**src/rtl/wbp_pkg.sv**
```systemverilog
package wbp_pkg;

    localparam int BYTE_W = 8;
    localparam int WORD_W = 16;
    localparam int REG_AW = 3;

    typedef enum logic {
        LIST_ISO = 1'b0,
        LIST_ACK = 1'b1
    } list_e;

    typedef enum logic {
        DIR_RD = 1'b0,
        DIR_WR = 1'b1
    } dir_e;

    // Command codes: bit 7 selects direction, bit 0 selects the list
    localparam logic [7:0] CODE_ISO_RD = 8'h40;
    localparam logic [7:0] CODE_ISO_WR = 8'hC0;
    localparam logic [7:0] CODE_ACK_RD = 8'h41;
    localparam logic [7:0] CODE_ACK_WR = 8'hC1;

    // Host register map
    localparam logic [REG_AW-1:0] RA_CMD  = 3'd0;
    localparam logic [REG_AW-1:0] RA_LEN  = 3'd1;
    localparam logic [REG_AW-1:0] RA_DATA = 3'd2;
    localparam logic [REG_AW-1:0] RA_INT  = 3'd3;
    localparam logic [REG_AW-1:0] RA_STAT = 3'd4;

    localparam int INT_EOT_BIT = 2;

endpackage

```
**src/rtl/wbp_cmd_decode.sv**
```systemverilog
module wbp_cmd_decode
    import wbp_pkg::*;
(
    input  logic [7:0] code,
    output logic       valid,
    output list_e      list,
    output dir_e       dir
);

    always_comb begin
        valid = 1'b1;
        list  = LIST_ISO;
        dir   = DIR_RD;
        case (code)
            CODE_ISO_RD: begin
                list = LIST_ISO;
                dir  = DIR_RD;
            end
            CODE_ISO_WR: begin
                list = LIST_ISO;
                dir  = DIR_WR;
            end
            CODE_ACK_RD: begin
                list = LIST_ACK;
                dir  = DIR_RD;
            end
            CODE_ACK_WR: begin
                list = LIST_ACK;
                dir  = DIR_WR;
            end
            default: valid = 1'b0;
        endcase
    end

endmodule

```
**src/rtl/wbp_byte_ram.sv**
```systemverilog
module wbp_byte_ram
    import wbp_pkg::*;
#(
    parameter int WORDS = 64,
    localparam int AW   = $clog2(WORDS)
) (
    input  logic                   clk,
    input  logic [AW-1:0]          addr,
    input  logic [1:0]             we,
    input  logic [1:0][BYTE_W-1:0] wbyte,
    output logic [1:0][BYTE_W-1:0] rbyte
);

    // Lane 0 holds even-address bytes, lane 1 odd-address bytes
    for (genvar l = 0; l < 2; l++) begin : g_lane
        logic [BYTE_W-1:0] bank [WORDS];
        logic [BYTE_W-1:0] rd_q;

        always_ff @(posedge clk) begin
            if (we[l]) begin
                bank[addr] <= wbyte[l];
            end
            rd_q <= bank[addr];
        end

        assign rbyte[l] = rd_q;
    end

endmodule

```
**src/rtl/wbp_lane_map.sv**
```systemverilog
module wbp_lane_map
    import wbp_pkg::*;
(
    input  list_e                  wr_list,
    input  logic [WORD_W-1:0]      wr_word,
    output logic [1:0][BYTE_W-1:0] wr_bytes,
    input  list_e                  rd_list,
    input  logic                   rd_odd_ok,
    input  logic [1:0][BYTE_W-1:0] rd_bytes,
    output logic [WORD_W-1:0]      rd_word
);

    logic [BYTE_W-1:0] odd_b;

    always_comb begin
        if (wr_list == LIST_ISO) begin
            wr_bytes[0] = wr_word[15:8];
            wr_bytes[1] = wr_word[7:0];
        end else begin
            wr_bytes[0] = wr_word[7:0];
            wr_bytes[1] = wr_word[15:8];
        end
    end

    always_comb begin
        odd_b = rd_odd_ok ? rd_bytes[1] : '0;
        if (rd_list == LIST_ISO) begin
            rd_word = {rd_bytes[0], odd_b};
        end else begin
            rd_word = {odd_b, rd_bytes[0]};
        end
    end

endmodule

```
**src/rtl/wbuf_word_port.sv**
```systemverilog
module wbuf_word_port
    import wbp_pkg::*;
#(
    parameter int BUF_BYTES = 64,
    parameter int LEN_W     = 16
) (
    input  logic                clk,
    input  logic                rst_n,
    input  logic                host_wr,
    input  logic                host_rd,
    input  logic [REG_AW-1:0]   host_addr,
    input  logic [WORD_W-1:0]   host_wdata,
    output logic [WORD_W-1:0]   host_rdata,
    output logic                host_rvalid,
    output logic                eot_pulse,
    output logic                irq
);

    localparam int PTR_W     = LEN_W + 1;
    localparam int OFF_HI    = $clog2(BUF_BYTES) - 1;
    localparam int RAM_WORDS = BUF_BYTES;
    localparam int RAM_AW    = $clog2(RAM_WORDS);

    typedef struct packed {
        list_e             list;
        dir_e              dir;
        logic              active;
        logic [PTR_W-1:0]  ptr;
        logic [LEN_W-1:0]  len;
        logic [LEN_W-1:0]  len_reg;
        logic [7:0]        cmd;
        logic              int_eot;
        logic [1:0]        done;
        logic              eot;
        logic              rvalid;
        logic              rd_ram;
        list_e             rd_list;
        logic              rd_half;
        logic [WORD_W-1:0] rreg;
        logic [WORD_W-1:0] dword;
    } st_t;

    st_t st_d, st_q;

    logic                   dec_valid;
    list_e                  dec_list;
    dir_e                   dec_dir;
    logic [1:0][BYTE_W-1:0] wr_bytes;
    logic [1:0][BYTE_W-1:0] rd_bytes;
    logic [WORD_W-1:0]      rd_word;
    logic [RAM_AW-1:0]      ram_addr;
    logic [1:0]             ram_we;
    logic                   acc_wr, acc_rd, acc_any;
    logic                   half, last;
    logic [PTR_W-1:0]       step;
    logic                   rd_strobe;

    wbp_cmd_decode u_dec (
        .code  (host_wdata[7:0]),
        .valid (dec_valid),
        .list  (dec_list),
        .dir   (dec_dir)
    );

    wbp_lane_map u_map (
        .wr_list   (st_q.list),
        .wr_word   (host_wdata),
        .wr_bytes  (wr_bytes),
        .rd_list   (st_q.rd_list),
        .rd_odd_ok (~st_q.rd_half),
        .rd_bytes  (rd_bytes),
        .rd_word   (rd_word)
    );

    wbp_byte_ram #(.WORDS(RAM_WORDS)) u_ram (
        .clk   (clk),
        .addr  (ram_addr),
        .we    (ram_we),
        .wbyte (wr_bytes),
        .rbyte (rd_bytes)
    );

    // Access qualification and pointer arithmetic
    always_comb begin
        rd_strobe = host_rd && !host_wr;
        acc_wr    = host_wr && (host_addr == RA_DATA) && st_q.active && (st_q.dir == DIR_WR);
        acc_rd    = rd_strobe && (host_addr == RA_DATA) && st_q.active && (st_q.dir == DIR_RD);
        acc_any   = acc_wr || acc_rd;
        step      = st_q.ptr + PTR_W'(2);
        half      = (st_q.ptr + PTR_W'(1)) == {1'b0, st_q.len};
        last      = step >= {1'b0, st_q.len};
        ram_addr  = {st_q.list, st_q.ptr[OFF_HI:1]};
        ram_we    = {acc_wr && !half, acc_wr};
    end

    // Next-state computation
    always_comb begin
        st_d        = st_q;
        st_d.eot    = 1'b0;
        st_d.rvalid = 1'b0;
        st_d.rd_ram = 1'b0;

        if (st_q.rd_ram) begin
            st_d.dword = rd_word;
        end

        if (host_wr && (host_addr == RA_LEN)) begin
            st_d.len_reg = host_wdata[LEN_W-1:0];
        end

        if (host_wr && (host_addr == RA_CMD) && dec_valid) begin
            st_d.cmd            = host_wdata[7:0];
            st_d.list           = dec_list;
            st_d.dir            = dec_dir;
            st_d.ptr            = '0;
            st_d.len            = st_q.len_reg;
            st_d.active         = (st_q.len_reg != '0);
            st_d.done[dec_list] = 1'b0;
        end

        if (host_wr && (host_addr == RA_INT) && host_wdata[INT_EOT_BIT]) begin
            st_d.int_eot = 1'b0;
        end

        if (acc_any) begin
            st_d.ptr = step;
            if (last) begin
                st_d.active          = 1'b0;
                st_d.eot             = 1'b1;
                st_d.int_eot         = 1'b1;
                st_d.done[st_q.list] = 1'b1;
            end
        end

        if (rd_strobe) begin
            st_d.rvalid  = 1'b1;
            st_d.rd_ram  = acc_rd;
            st_d.rd_list = st_q.list;
            st_d.rd_half = half;
            case (host_addr)
                RA_CMD:  st_d.rreg = {8'h00, st_q.cmd};
                RA_LEN:  st_d.rreg = WORD_W'(st_q.len_reg);
                RA_DATA: st_d.rreg = st_q.rd_ram ? rd_word : st_q.dword;
                RA_INT:  st_d.rreg = WORD_W'({st_q.int_eot, 2'b00});
                RA_STAT: st_d.rreg = WORD_W'(st_q.done);
                default: st_d.rreg = '0;
            endcase
        end
    end

    always_ff @(posedge clk) begin
        if (!rst_n) begin
            st_q <= '{
                list:    LIST_ISO,
                dir:     DIR_RD,
                active:  1'b0,
                ptr:     '0,
                len:     '0,
                len_reg: '0,
                cmd:     '0,
                int_eot: 1'b0,
                done:    '0,
                eot:     1'b0,
                rvalid:  1'b0,
                rd_ram:  1'b0,
                rd_list: LIST_ISO,
                rd_half: 1'b0,
                rreg:    '0,
                dword:   '0
            };
        end else begin
            st_q <= st_d;
        end
    end

    assign host_rdata  = st_q.rd_ram ? rd_word : st_q.rreg;
    assign host_rvalid = st_q.rvalid;
    assign eot_pulse   = st_q.eot;
    assign irq         = st_q.int_eot;

    // Observation points for the bound checker
    logic             xfer_active;
    logic [PTR_W-1:0] xfer_ptr;
    assign xfer_active = st_q.active;
    assign xfer_ptr    = st_q.ptr;

endmodule

```
**config.mk**
```make
export PLATFORM = sky130hd
export DESIGN_NAME = wbuf_word_port
export DESIGN_NICKNAME = d
export VERILOG_FILES = /design/src/rtl/wbp_pkg.sv /design/src/rtl/wbp_cmd_decode.sv /design/src/rtl/wbp_byte_ram.sv /design/src/rtl/wbp_lane_map.sv /design/src/rtl/wbuf_word_port.sv
export SDC_FILE = /design/constraint.sdc
export NUM_CORES = 1
export LEC_CHECK = 0
export ABC_CLOCK_PERIOD_IN_PS = 5600
export BUFFER_PORTS_ARGS = -buffer_cell sky130_fd_sc_hd__buf_4
export CORE_MARGIN = 2
export CORE_UTILIZATION = 50
export DETAILED_ROUTE_END_ITERATION = 7
export GPL_ROUTABILITY_DRIVEN = 0
export PLACE_DENSITY = 0.67
export SLEW_MARGIN = 25
export SYNTH_ARGS = -nofsm -noshare
export SYNTH_HDL_FRONTEND = slang
export SYNTH_SLANG_ARGS = --single-unit
export TNS_END_PERCENT = 5
```
**constraint.sdc**
```tcl
create_clock -name clk -period 5.6 [get_ports clk]
set_clock_uncertainty 0.05 [all_clocks]
set_input_delay 0.84 -clock clk [delete_from_list [all_inputs] [get_ports clk]]
set_output_delay 0.84 -clock clk [all_outputs]
set_load 0.01 [all_outputs]
```
==> flow_metrics.env, run 1 <==
export IMPL_outcome="finished clean"
export IMPL_fp_dieH_um=307
export IMPL_yosysTopAreaCell="edfxtp_1"
export IMPL_routed_wl_mm=131
export IMPL_synth_seq_area_share_pct=72.0
export IMPL_ys_seq_elements=1139
export IMPL_worstHoldStart="host_wdata[13]"
export IMPL_layout_setup_ws_ps=1460
export IMPL_dp_slack_ps=1450
export IMPL_worstSetupEndpointType="register"
export IMPL_io_buffers=41
export IMPL_drtAntennaViolNets=0
export IMPL_grt_total_usage_pct=27.9
export IMPL_path_clk_slew_ps=60
export IMPL_seqCellArea_um2=33100
export IMPL_drive_gt1_share_pct=17.9
export IMPL_synth_ff_type="edfxtp_1"
export IMPL_rsz0062_at_grt="no"
export IMPL_cts_resized=0
export IMPL_dp_hpwl_mm=80.2
export IMPL_drtPass1Iterations=6
export IMPL_first_global_vias=26800
export IMPL_numCtsBuffers=111
export IMPL_timing_setup_tns_ps=0
export IMPL_hold_buffers=0
export IMPL_nNetsFinal=2895
export IMPL_startpoint="xfer_ptr[2]"
export IMPL_first_iter_violations=4319
export IMPL_clockBufferDepth=3
export IMPL_hold_ws_ps=360
export IMPL_grt_overflow=0
export IMPL_fill_cells=6945
export IMPL_clock_sinks=1139
export IMPL_cts_setup_buffers=0
export IMPL_grt_pass1_wl_mm=190
export IMPL_root_buffer="clkbuf_16"
export IMPL_hold_violations=0
export IMPL_synthTopCellsByArea="edfxtp_1, dfxtp_1, mux4_2"
export IMPL_cts_tree="yes"
export IMPL_synthArstFlopShare_pct=0
export IMPL_io_pins=42
export IMPL_worstSetupPathType="reg -> reg"
export IMPL_maxSlewHeadroom_pct=25.4
export IMPL_htreeDepth=3
export IMPL_synthCells=2850
export IMPL_rows=111
export IMPL_postLayoutCoreUtil_pct=55.7
export IMPL_wl_per_cell_um=31.8
export IMPL_die_area_um2=94300
export IMPL_synth_area_um2=45900
export IMPL_via_per_inst=6.65
export IMPL_maxCapViolCount=0
export IMPL_timing_fmax_mhz=241
export IMPL_synth_largest_type_area_fraction_pct=66.9
export IMPL_max_vdd_ir_drop_uv=263
export IMPL_grt_max_degree=97
export IMPL_hp_class="in -> reg"
export IMPL_timing_rr_start="xfer_ptr[2]"
export IMPL_coreArea_um2=91400
export IMPL_critPathLaunchType="register"
export IMPL_clk_latency_ps=700
export IMPL_ys_types=77
export IMPL_power_leakage_nw=15.9
export IMPL_total_power_mw=16.9
export IMPL_synth_net_count=2889
export IMPL_vias=27500
export IMPL_slew_viol_final=0
export IMPL_postSynthAreaPerCell_um2=16.1
export IMPL_synth_edf_count=1024
export IMPL_die_width_um=307
export IMPL_powerDensity_nw_per_um2=332
export IMPL_worstPathMaxFanout=51
export IMPL_period_share_pct=74.0
export IMPL_multi_input_area_um2=11900
export IMPL_drc=0
export IMPL_synthToLayoutAreaGrowth_pct=10.8
export IMPL_required_ps=6150
export IMPL_start_util_pct=50.3
export IMPL_antenna_found_initial=2
export IMPL_tightest_slew_ps=1120
export IMPL_arrival_ps=4690
export IMPL_ys_warn_count=0
export IMPL_fin_crit_ps=4140
export IMPL_finalSetupViolations=0
-- sequential cells by signal, summed over array words and instances (netlist names) --
register and flops:
u_ram.g_lane.bank 1024, host_rvalid 1, xfer_active 1, st_q 78, irq 1, ram_addr 1, xfer_ptr 16, eot_pulse 1
u_ram.g_lane.rd_q 16
-- metrics by stage --
step | cells | instance area (µm²)
2_1_floorplan | 2850 | 45900
3_3_place_gp | 3928 | 47300
3_5_place_dp | 3928 | 47300
4_1_cts | 4136 | 50900
5_1_grt | 4137 | 50900
6_report | 4138 | 50900
-- logic make-up (layout without fill, tap and decap cells) --
logic type	Yosys count	in the layout	share of synthesized area [%]
buffers and inverters	234	335	2.54
AO/OA/AOI/OAI	524	524	8.13
other	0	1	0
XOR/XNOR	28	28	0.534
AND/OR/NAND/NOR	603	603	6.40
flip-flops	1139	1139	72.0
multiplexers	306	306	10.0
adder cells (fa/ha/maj)	16	16	0.436
-- cell usage after synthesis (all sizes together), types with 29 or more instances --
cell,n
a21oi,90
a221oi,94
a22oi,92
a31oi,39
and2,30
buf,112
clkbuf,98
dfxtp,115
edfxtp,1024
mux2,112
mux2i,85
mux4,109
nand2,158
nand3,29
nor2,208
o21ai,49
o22ai,45
-- layout by cell type (no fill, tap or decap), drive strengths merged, types with 29 or more instances in the layout --
cell | netlist | routed
a221oi | 94 | 94
edfxtp | 1024 | 1024
clkbuf | 98 | 136
o22ai | 45 | 45
nand3 | 29 | 29
buf | 112 | 103
a22oi | 92 | 92
dfxtp | 115 | 115
inv | 24 | 30
a31oi | 39 | 39
nand2 | 158 | 158
nor2 | 208 | 208
and2 | 30 | 30
mux2 | 112 | 112
o21ai | 49 | 49
clkinv | 0 | 50
a21oi | 90 | 90
mux4 | 109 | 109
mux2i | 85 | 85
-- power breakdown --
part           total (mW)  internal [mW]  switching [mW]  leakage, nW
Combinational       0.215         0.0303           0.185         4.03
Sequential           9.26           9.25         0.00563         10.1
Clock                7.44           4.25            3.18         1.76
Total                16.9           13.5            3.37         15.9
-- final timing paths --
kind	endpoint	slack, ps	cells past startpoint
min reg2reg	st_q[65]	410	2
max reg2reg	xfer_active	1460	11
max	xfer_active	1460	11
min	st_q[61]	360	3
-- layout make-up --
cell class / instances / share of cell area (%)
antenna: 1 / 0.00492
clock buffer: 136 / 5.74
clock inverter: 72 / 1.31
inverter: 24 / 0.177
multi-input combinational: 1477 / 23.3
sequential: 1139 / 65.0
tap: 1186 / 2.92
timing repair buffer: 103 / 1.58
-- metal layers --
| layer | wire length [µm] | track usage, % |
|---|---|---|
| met1 | 50400 | 38.8 |
| met2 | 59100 | 42.0 |
| met3 | 15900 | 6.86 |
| met4 | 6080 | 12.3 |
| met5 | 26 | 0 |
-- worst max-delay path, stage by stage, from the launching register on --
cell      delay, ps
dfxtp_4         920
ha_1            410
nand4_2         190
nor4_4          410
nand3_1         150
xnor2_1         170
ha_1            310
nor3_1          270
or2_2           180
a311oi_1         40
or4_1           630
a221oi_1        310
(Power assumes the default switching activity.)
==> inputs of run 2 (changes only) <==
- ABC_CLOCK_PERIOD_IN_PS: 5600 -> 4300
- clock period: 5.6 -> 4.3 ns (I/O delays scaled with it)
==> run 2 against run 1 <==
  * Clock power up 31%
  * Sequential share of layout area shrank 0.91 points
  * First-iteration DRC count shrank 0.46%
  * Sequential cell count did not move
  * Wire length fell by 1.0%
  * Worst setup slack got worse by 680 ps
  * Power rose by 31%
  * Largest cell class unchanged
==> flow_metrics.env, run 2 (same netlist as run 1, synthesis figures left out) <==
export IMPL_multi_input_area_um2=11800
export IMPL_grt_pass1_wl_mm=188
export IMPL_layout_common_cells="edfxtp_1, nor2_1, buf_4"
export IMPL_cts_setup_buffers=0
export IMPL_power_leakage_nw=16.4
export IMPL_period_share_pct=81.9
export IMPL_clock_sinks=1139
export IMPL_dp_hpwl_mm=82.1
export IMPL_worstSetupEndpointType="register"
export IMPL_switching_share_pct=19.8
export IMPL_io_buffers=41
export IMPL_drive_gt1_share_pct=20.0
export IMPL_drtPass1Iterations=8
export IMPL_first_global_vias=27100
export IMPL_drc=0
export IMPL_rsz0062_at_grt="no"
export IMPL_largest_register="u_ram.g_lane.bank"
export IMPL_worstPathMaxFanout=9
export IMPL_layout_commonest_cell="edfxtp_1"
export IMPL_finalSetupViolations=0
export IMPL_maxSlewHeadroom_pct=17.7
export IMPL_fill_cells=6855
export IMPL_maxCapViolCount=0
export IMPL_nNetsFinal=2986
export IMPL_fin_crit_ps=3520
export IMPL_root_buffer="clkbuf_16"
export IMPL_numCtsBuffers=109
export IMPL_r2r_end="irq"
export IMPL_hold_buffers=0
export IMPL_die_area_um2=94300
export IMPL_critPathLaunchType="register"
export IMPL_path_clk_slew_ps=60
export IMPL_routed_wl_mm=130
export IMPL_p_comb_share_pct=1.3
export IMPL_via_per_inst=6.61
export IMPL_start_util_pct=50.3
export IMPL_reg2reg_slack_ps=780
export IMPL_die_width_um=307
export IMPL_worstHoldStart="host_wdata[9]"
export IMPL_powerDensity_nw_per_um2=428
export IMPL_synthToLayoutAreaGrowth_pct=12.4
export IMPL_tightest_slew_ps=1230
export IMPL_grt_total_usage_pct=27.5
export IMPL_cts_tree="yes"
export IMPL_fp_dieH_um=307
export IMPL_wl_per_cell_um=30.8
export IMPL_holdPathEnd="st_q[57]"
export IMPL_vias=27900
export IMPL_antenna_found_initial=4
export IMPL_grt_max_degree=102
export IMPL_p_int_mw=17.7
export IMPL_io_pins=42
export IMPL_worstSetupPathType="reg -> reg"
export IMPL_seqCellArea_um2=33100
export IMPL_hold_violations=0
export IMPL_timing_fmax_mhz=284
export IMPL_top_regs="u_ram.g_lane.bank: 1024 flops, st_q: 78 flops"
export IMPL_timing_setup_tns_ps=0
export IMPL_required_ps=4840
export IMPL_coreArea_um2=91400
export IMPL_cts_resized=0
export IMPL_grt_overflow=0
export IMPL_max_vdd_ir_drop_uv=335
export IMPL_total_power_mw=22.1
export IMPL_clk_latency_ps=710
export IMPL_pwr_share_clk_pct=44.1
export IMPL_switchingPower_mw=4.38
export IMPL_outcome="finished clean"
export IMPL_arrival_ps=4070
export IMPL_rr_worst_depth=11
export IMPL_largest_reg_flops=1024
export IMPL_timing_rr_start="xfer_ptr[2]"
export IMPL_rows=111
export IMPL_hold_depth=3
export IMPL_seqPwrFrac_pct=54.6
export IMPL_hp_class="in -> reg"
export IMPL_drtAntennaViolNets=0
export IMPL_clockBufferDepth=3
export IMPL_slew_viol_final=0
export IMPL_first_iter_violations=4299
export IMPL_htreeDepth=3
run 2: worst max-delay path by stage:
stage | start | end | slack [ps] | cells after the start
finish | xfer_ptr[2] | irq | 780 | 11
global route | xfer_ptr[1] | irq | 600 | 11
CTS | xfer_ptr[2] | irq | 790 | 11
detailed placement | host_addr[2] | u_ram.g_lane[1].bank[12][1] | 690 | 6
global placement | xfer_ptr[1] | st_q[38] | 780 | 11
floorplan | xfer_ptr[3] | st_q[38] | 1110 | 13
run 2: power groups by stage:
stage | Sequential (mW) | Clock, mW | Combinational, mW
after CTS | 12.1 | 9.81 | 0.284
after floorplan | 12.3 | 0 | 0.122
after global routing | 12.0 | 10.2 | 0.305
after detailed placement | 12.3 | 0 | 0.285
after global placement | 12.3 | 0 | 0.272
final | 12.1 | 9.74 | 0.288
run 2: area by class of cell:
type                       count  area share [%]
tap                         1186            2.87
sequential                  1139            64.0
antenna                        1         0.00485
clock buffer                 135            5.60
clock inverter                64            1.41
multi-input combinational   1477            22.8
timing repair buffer         196            3.07
inverter                      24           0.175
run 2: per-layer routing:
layer / part of all wire, % / GRT usage, %
met5: 0.026 / 0
met3: 12 / 7.15
met1: 38 / 38.1
met4: 4.7 / 12.0
met2: 45 / 41.4
run 2: metrics by stage:
| step | instances | utilization, % | setup slack, ps | hold WS, ps | cell area (µm²) |
|---|---|---|---|---|---|
| 2_1_floorplan | 2850 | - | 1110 | 379 | 45900 |
| 3_3_place_gp | 4021 | 52.5 | 782 | 392 | 48000 |
| 3_5_place_dp | 4022 | 52.5 | 694 | 403 | 48000 |
| 4_1_cts | 4221 | 56.5 | 789 | 131 | 51600 |
| 5_1_grt | 4221 | 56.5 | 601 | 156 | 51600 |
| 6_report | 4222 | 56.5 | 778 | 158 | 51600 |
run 2: worst max-delay path: stages, from the launching register on:
cell and delay, ps:
dfxtp_4 450, ha_1 310, nand4_2 210, nor4_4 400
nand3_1 160, xnor2_1 160, ha_1 310, nor3_1 240
or2_2 170, a311oi_1 40, or4_1 630, a32o_1 270
